**src/rtl/rec_mode_pkg.sv**
```systemverilog
package rec_mode_pkg;

    typedef enum logic [1:0] {
        MODE_SLEEP = 2'd0,
        MODE_ARMED = 2'd1,
        MODE_HOLD  = 2'd2,
        MODE_READY = 2'd3
    } mode_e;

    // synchronized input vector positions
    localparam int IN_ARM    = 0;
    localparam int IN_DISARM = 1;
    localparam int IN_DONE   = 2;
    localparam int IN_START  = 3;
    localparam int IN_FULL   = 4;
    localparam int IN_FORCE  = 5;
    localparam int IN_W      = 6;

    // idle levels: the two commands are active low
    localparam logic [IN_W-1:0] IN_IDLE = 6'b000011;

    typedef struct packed {
        mode_e mode;
        logic  arm_prev;
        logic  disarm_prev;
        logic  done_prev;
        logic  start_prev;
    } fsm_reg_t;

endpackage

```
**src/rtl/rec_in_sync.sv**
```systemverilog
module rec_in_sync #(
    parameter int              W       = 1,
    parameter logic [W-1:0]    RST_VAL = '0
) (
    input  logic         clk,
    input  logic         rst_n,
    input  logic [W-1:0] async_i,
    output logic [W-1:0] sync_o
);
    logic [W-1:0] stage1_q;
    logic [W-1:0] stage2_q;

    for (genvar i = 0; i < W; i++) begin : g_bit
        logic s1_d, s2_d;
        always_comb begin
            s1_d = async_i[i];
            s2_d = stage1_q[i];
        end
        always_ff @(posedge clk or negedge rst_n) begin
            if (!rst_n) begin
                stage1_q[i] <= RST_VAL[i];
                stage2_q[i] <= RST_VAL[i];
            end else begin
                stage1_q[i] <= s1_d;
                stage2_q[i] <= s2_d;
            end
        end
    end

    assign sync_o = stage2_q;
endmodule

```
**src/rtl/rec_blink_div.sv**
```systemverilog
module rec_blink_div #(
    parameter int CLK_HZ   = 4_000_000,
    parameter int BLINK_HZ = 2
) (
    input  logic clk,
    input  logic rst_n,
    input  logic run_i,
    output logic phase_o
);
    localparam int HALF = CLK_HZ / (2 * BLINK_HZ);
    localparam int CW   = (HALF > 2) ? $clog2(HALF) : 1;
    localparam logic [CW-1:0] LAST = CW'(HALF - 1);

    typedef struct packed {
        logic [CW-1:0] cnt;
        logic          phase;
    } blink_t;

    blink_t r_d, r_q;

    always_comb begin
        r_d = r_q;
        if (!run_i) begin
            r_d.cnt   = '0;
            r_d.phase = 1'b1;
        end else if (r_q.cnt == LAST) begin
            r_d.cnt   = '0;
            r_d.phase = ~r_q.phase;
        end else begin
            r_d.cnt = r_q.cnt + 1'b1;
        end
    end

    always_ff @(posedge clk or negedge rst_n) begin
        if (!rst_n) begin
            r_q <= '{cnt: '0, phase: 1'b1};
        end else begin
            r_q <= r_d;
        end
    end

    assign phase_o = r_q.phase;

    // the phase holds between wrap points of the counter
    assert_blink_stable_R3: assert property (@(posedge clk) disable iff (!rst_n)
        (run_i && $past(run_i) && r_q.cnt != '0) |-> $stable(r_q.phase));

    // every new run starts lit
    assert_blink_start_R3: assert property (@(posedge clk) disable iff (!rst_n)
        !run_i |=> r_q.phase);
endmodule

```
**src/rtl/rec_mode_fsm.sv**
```systemverilog
module rec_mode_fsm
    import rec_mode_pkg::*;
(
    input  logic            clk,
    input  logic            rst_n,
    input  logic [IN_W-1:0] in_s,
    output mode_e           mode_o
);
    fsm_reg_t r_d, r_q;

    logic arm_fall, disarm_fall, done_rise, start_rise, end_req;

    always_comb begin
        arm_fall    = !in_s[IN_ARM]    &&  r_q.arm_prev;
        disarm_fall = !in_s[IN_DISARM] &&  r_q.disarm_prev;
        done_rise   =  in_s[IN_DONE]   && !r_q.done_prev;
        start_rise  =  in_s[IN_START]  && !r_q.start_prev;
        end_req     =  in_s[IN_FULL]   ||  in_s[IN_FORCE];

        r_d             = r_q;
        r_d.arm_prev    = in_s[IN_ARM];
        r_d.disarm_prev = in_s[IN_DISARM];
        r_d.done_prev   = in_s[IN_DONE];
        r_d.start_prev  = in_s[IN_START];

        unique case (r_q.mode)
            MODE_SLEEP: if (arm_fall)    r_d.mode = MODE_ARMED;
            MODE_ARMED: begin
                if (end_req)             r_d.mode = MODE_READY;
                else if (done_rise)      r_d.mode = MODE_HOLD;
            end
            MODE_HOLD: begin
                if (end_req)             r_d.mode = MODE_READY;
                else if (start_rise)     r_d.mode = MODE_ARMED;
            end
            MODE_READY: if (disarm_fall) r_d.mode = MODE_SLEEP;
            default:                     r_d.mode = MODE_SLEEP;
        endcase
    end

    always_ff @(posedge clk or negedge rst_n) begin
        if (!rst_n) begin
            r_q <= '{mode: MODE_SLEEP, arm_prev: 1'b1, disarm_prev: 1'b1,
                     done_prev: 1'b0, start_prev: 1'b0};
        end else begin
            r_q <= r_d;
        end
    end

    assign mode_o = r_q.mode;

    // sleep can only be left towards armed
    assert_sleep_exit_R2: assert property (@(posedge clk) disable iff (!rst_n)
        ($past(r_q.mode) == MODE_SLEEP && r_q.mode != MODE_SLEEP) |-> r_q.mode == MODE_ARMED);

    // ready can only be left towards sleep
    assert_ready_exit_R9: assert property (@(posedge clk) disable iff (!rst_n)
        ($past(r_q.mode) == MODE_READY && r_q.mode != MODE_READY) |-> r_q.mode == MODE_SLEEP);

    // an end request during acquisition always lands in ready
    assert_end_prio_R8: assert property (@(posedge clk) disable iff (!rst_n)
        ((r_q.mode == MODE_ARMED || r_q.mode == MODE_HOLD) && end_req) |=> r_q.mode == MODE_READY);

    // a segment end without an end request lands in hold
    assert_seg_hold_R4: assert property (@(posedge clk) disable iff (!rst_n)
        (r_q.mode == MODE_ARMED && done_rise && !end_req) |=> r_q.mode == MODE_HOLD);

    // entering ready requires an end request
    assert_ready_entry_R10: assert property (@(posedge clk) disable iff (!rst_n)
        (r_q.mode == MODE_READY && $past(r_q.mode) != MODE_READY)
            |-> ($past(in_s[IN_FULL]) || $past(in_s[IN_FORCE])));
endmodule

```
**src/rtl/rec_mode_top.sv**
```systemverilog
module rec_mode_top
    import rec_mode_pkg::*;
#(
    parameter int CLK_HZ   = 4_000_000,
    parameter int BLINK_HZ = 2
) (
    input  logic clk,
    input  logic rst_n,
    input  logic arm_n,
    input  logic disarm_n,
    input  logic seg_done,
    input  logic seg_start,
    input  logic mem_full,
    input  logic force_read,
    output logic logic_rail_en,
    output logic pos_rail_en,
    output logic neg_rail_en,
    output logic osc_en,
    output logic led_red,
    output logic led_green
);
    logic [IN_W-1:0] raw_in, sync_in;
    mode_e           mode;
    logic            blink_phase;

    always_comb begin
        raw_in            = '0;
        raw_in[IN_ARM]    = arm_n;
        raw_in[IN_DISARM] = disarm_n;
        raw_in[IN_DONE]   = seg_done;
        raw_in[IN_START]  = seg_start;
        raw_in[IN_FULL]   = mem_full;
        raw_in[IN_FORCE]  = force_read;
    end

    rec_in_sync #(.W(IN_W), .RST_VAL(IN_IDLE)) u_sync (
        .clk     (clk),
        .rst_n   (rst_n),
        .async_i (raw_in),
        .sync_o  (sync_in)
    );

    rec_mode_fsm u_fsm (
        .clk    (clk),
        .rst_n  (rst_n),
        .in_s   (sync_in),
        .mode_o (mode)
    );

    rec_blink_div #(.CLK_HZ(CLK_HZ), .BLINK_HZ(BLINK_HZ)) u_blink (
        .clk     (clk),
        .rst_n   (rst_n),
        .run_i   (mode == MODE_ARMED),
        .phase_o (blink_phase)
    );

    always_comb begin
        logic_rail_en = 1'b1;
        pos_rail_en   = (mode != MODE_SLEEP);
        neg_rail_en   = (mode == MODE_ARMED) || (mode == MODE_HOLD);
        osc_en        = (mode == MODE_ARMED) || (mode == MODE_HOLD);
        led_green     = (mode == MODE_READY);
        unique case (mode)
            MODE_SLEEP: led_red = 1'b1;
            MODE_ARMED: led_red = blink_phase;
            MODE_HOLD:  led_red = 1'b1;
            default:    led_red = 1'b0;
        endcase
    end

    // once data is ready the negative rail and oscillator are off
    assert_ready_rails_R6: assert property (@(posedge clk) disable iff (!rst_n)
        led_green |-> (!neg_rail_en && !osc_en && pos_rail_en && !led_red));

    // the oscillator never runs without both analog rails
    assert_osc_rails_R2: assert property (@(posedge clk) disable iff (!rst_n)
        osc_en |-> (pos_rail_en && neg_rail_en && !led_green));

    // without the positive rail the red lamp is lit steadily
    assert_sleep_lamp_R1: assert property (@(posedge clk) disable iff (!rst_n)
        !pos_rail_en |-> (led_red && !led_green && !osc_en));
endmodule

```
**config.mk**
```make
export PLATFORM = sky130hd
export DESIGN_NAME = rec_mode_top
export DESIGN_NICKNAME = d
export VERILOG_FILES = /design/src/rtl/rec_mode_pkg.sv /design/src/rtl/rec_in_sync.sv /design/src/rtl/rec_blink_div.sv /design/src/rtl/rec_mode_fsm.sv /design/src/rtl/rec_mode_top.sv
export SDC_FILE = /design/constraint.sdc
export NUM_CORES = 1
export LEC_CHECK = 0
export ABC_AREA = 1
export BUFFER_PORTS_ARGS = -buffer_cell sky130_fd_sc_hd__buf_2
export CORE_ASPECT_RATIO = 1.75
export CORE_MARGIN = 1
export CORE_UTILIZATION = 45
export DETAILED_ROUTE_END_ITERATION = 10
export SLEW_MARGIN = 5
export SYNTH_ARGS = -nofsm -noshare
export SYNTH_HDL_FRONTEND = slang
export SYNTH_HIERARCHICAL = 1
export SYNTH_SLANG_ARGS = --single-unit
```
**constraint.sdc**
```tcl
create_clock -name clk -period 1.41 [get_ports clk]
set_clock_uncertainty 0.05 [all_clocks]
set_input_delay 0.282 -clock clk [delete_from_list [all_inputs] [get_ports clk]]
set_output_delay 0.282 -clock clk [all_outputs]
set_load 0.02 [all_outputs]
```
==> flow_metrics.tcl <==
set metrics [dict create \
    grt_max_degree 40 \
    setup_viol 7 \
    finalHoldViolations 0 \
    place_inst 295 \
    power_switching_mw 1.43 \
    hpwl_mm 2.62 \
    highest_layer "met4" \
    swShare_pct 34.6 \
    n_antenna_cell 0 \
    hp-class "primary input to register" \
    antenna_found_initial 0 \
    drt_iter0_markers 42 \
    met1Wirelength_mm 1.55 \
    grt_pass1_vias 1413 \
    seq_power_share_pct 32.3 \
    crit_path_max_fanout 3 \
    placed_area_um2 2160 \
    via_per_inst 4.80 \
    drv_cap 0 \
    clk_pin_slew_worst_paths_ns 0.08 \
    yosys_warnings 6 \
    final_cell_mix "nand2_1 (48), nor2_1 (34), dfrtp_1 (30), buf_4 (24), inv_1 (19)" \
    p_per_area_nw_per_um2 1600 \
    finalInstanceArea_um2 2600 \
    avgRoutedWirePerCell_um 12.8 \
    numCtsBuffers 5 \
    crit_chain "inv_2, ha_4, nor2_2, a21oi_4, buf_6" \
    syn_nets 234 \
    yosys.cell_types.count 26 \
    die_y_um 87.6 \
    vias 1518 \
    path_class "register to output port" \
    dr_wl_met3_um 69 \
    cts_tree "done" \
    ant_nets 0 \
    cpMaxStageDelayCell "dfrtp_1" \
    area_delta_synth_final_pct 37.9 \
    die_area_um2 4460 \
    worst_skew_pair.late_latency_ns 0.29 \
    fin_tns_setup_ns -0.559 \
    wl_met2_mm 2.32 \
    drt-total-wl_mm 4.04 \
    period_share_pct 115 \
    synth_area_um2 1880 \
    ctsRootBufferMaster "clkbuf_8" \
    critical-path-max-stage-delay_ns 0.41 \
    coreArea_um2 3940 \
    setup_ws_ns -0.214 \
    status "finished with violations" \
    seq_area_um2 987 \
    rsz0062_at_grt "true" \
    ys_seq_area_share_pct 52.3 \
    nFillCells 340 \
    power_frac_comb_pct 43.8 \
    clock.fmax_mhz 616 \
    worstPathArrival_ns 1.29 \
    rows 30 \
    worstPathRequired_ns 1.08 \
    p_leak_nw 1.18 \
    avgSynthCellArea_um2 8.52 \
    grt_usage_pct 19.4 \
    start_util_pct 47.8 \
    final_common_cell "nand2_1" \
    cp-end-kind "output port" \
    ioPinCount 14 \
    ys_ff_latch 39 \
    pwr-share-clk_pct 23.8 \
    synth_cells 221 \
    firstDrtPassIters 4 \
    numPortBuffers 12 \
    final_max_slew_viol_count 0 \
    p_int_mw 2.71 \
    htree_levels 2 \
    fp.dieW_um 50.9 \
    remaining_drc_errors 0 \
    drive_gt1_share_pct 40.3 \
    period_needed_ns 1.62 \
    clock_path_buffers 2 \
    cts.sink_count 39 \
    stdcell_count 316 \
    utilization_pct 65.9 \
    violations "negative setup slack" \
    p_total_mw 4.15 \
    ir_drop_mv 1.46 \
    grt_pass1_wl_mm 6.26 \
    final_nets 280 \
    multi_input_area_um2 958 \
    overflow 0 \
    cp-start-kind "register" \
    place_congestion 0.819 \
]
## kinds of logic (layout without fill, tap and decap cells)
group                      count (synthesis)  count (layout)  share of synthesized area (%)
buffers and inverters                     32              79                           7.18
AOI/OAI and AO/OA                         10              10                           2.79
adders and majority gates                  5               5                           3.32
and+or+nand+nor                          127             127                           31.0
DFF                                       39              39                           52.3
other                                      1               1                          0.199
xor gates and xnor gates                   7               7                           3.26
## per-stage QoR
stage          setup WS [ns]  hold slack [ns]
6_report              -0.214           0.0310
4_1_cts               -0.217           0.0204
3_3_place_gp         -0.0359            0.219
5_1_grt               -0.277           0.0169
3_5_place_dp         -0.0561            0.217
2_1_floorplan        -0.0425          -0.0636
## Yosys cell counts
master	count	area, um^2
inv_1	24	90.1
nor2_1	41	154
nand2_2	7	43.8
clkinv_1	2	7.51
nand3_1	10	50.1
buf_4	4	30.0
xnor2_1	1	8.76
nand2_1	50	188
conb_1	1	3.75
nor2_8	1	20.0
o21ai_1	1	5.00
nor3b_1	2	15.0
ha_1	5	62.6
nor3_2	1	10.0
nand2_4	1	11.3
o21bai_1	1	7.51
o21ai_0	3	15.0
dfstp_2	7	184
nor2_2	5	31.3
dfrtp_1	32	801
inv_2	2	7.51
xor2_1	6	52.6
a21oi_1	5	25.0
nor3_1	5	25.0
nor2_4	2	22.5
nand4_1	2	12.5
## what timing repair did
item / CTS / global route
hold endpoints to repair: 32 / 0
resized for setup: 21 / 38
buffers inserted: 4 / 9
hold buffers: 1 / 0
pin swaps: 3 / 18
endpoints found under the setup margin: 10 / 27
## path summary, 6_finish.rpt
check	start	endpoint	slack, ns	cells after the start
setup / recovery	u_fsm/mode_o[1]	led_red	-0.21	5
hold / removal	arm_n	u_sync/g_bit[0].s2_d	0.03	1
setup reg to reg	u_blink/r_q[2]	u_blink/r_q[7]	-0.01	7
hold reg to reg	u_sync/g_bit[5].s2_d	u_sync/sync_o[5]	0.30	0
max in group asynchronous	rst_n	u_sync/g_bit[1].s2_d	0.62	3
min in group asynchronous	rst_n	u_fsm/mode_o[1]	0.43	3
## sequential cells by signal, summed over array words and instances, names as in the netlist
name,cells
u_fsm/r_q,4
u_blink/phase_o,1
u_blink/r_q,20
u_fsm/mode_o,2
u_sync/g_bit.s2_d,6
u_sync/sync_o,6
## layout make-up
cell class / instances / area share, %
flip-flops and latches: 39 / 38.0
well taps: 48 / 2.31
repair buffers: 43 / 13.8
inverters: 28 / 4.29
multi-input cells: 150 / 36.9
clock inverters: 2 / 1.49
clock buffers: 6 / 3.18
## worst max-delay path: cells and delay by family (launching register included)
family                     cells  cell delay [ns]
buffers and inverters          2             0.21
adders and majority gates      1             0.17
DFF                            1             0.41
and+or+nand+nor                1             0.14
AOI/OAI and AO/OA              1             0.07
## power groups by stage
stage / registers (mW) / logic, mW / clock network (mW)
floorplan: 1.33 / 0.916 / 0
global placement: 1.31 / 1.31 / 0
detailed placement: 1.32 / 1.30 / 0
CTS: 1.31 / 1.60 / 1.01
global route: 1.35 / 2.01 / 1.05
finish: 1.34 / 1.82 / 0.988
## routing by layer
metal	global-route usage, %	up-vias
met5	0	-
met4	11.9	0
met3	4.51	9
met2	33.4	20
met1	21.1	724
li1	-	765
(Power assumes the default switching activity.)
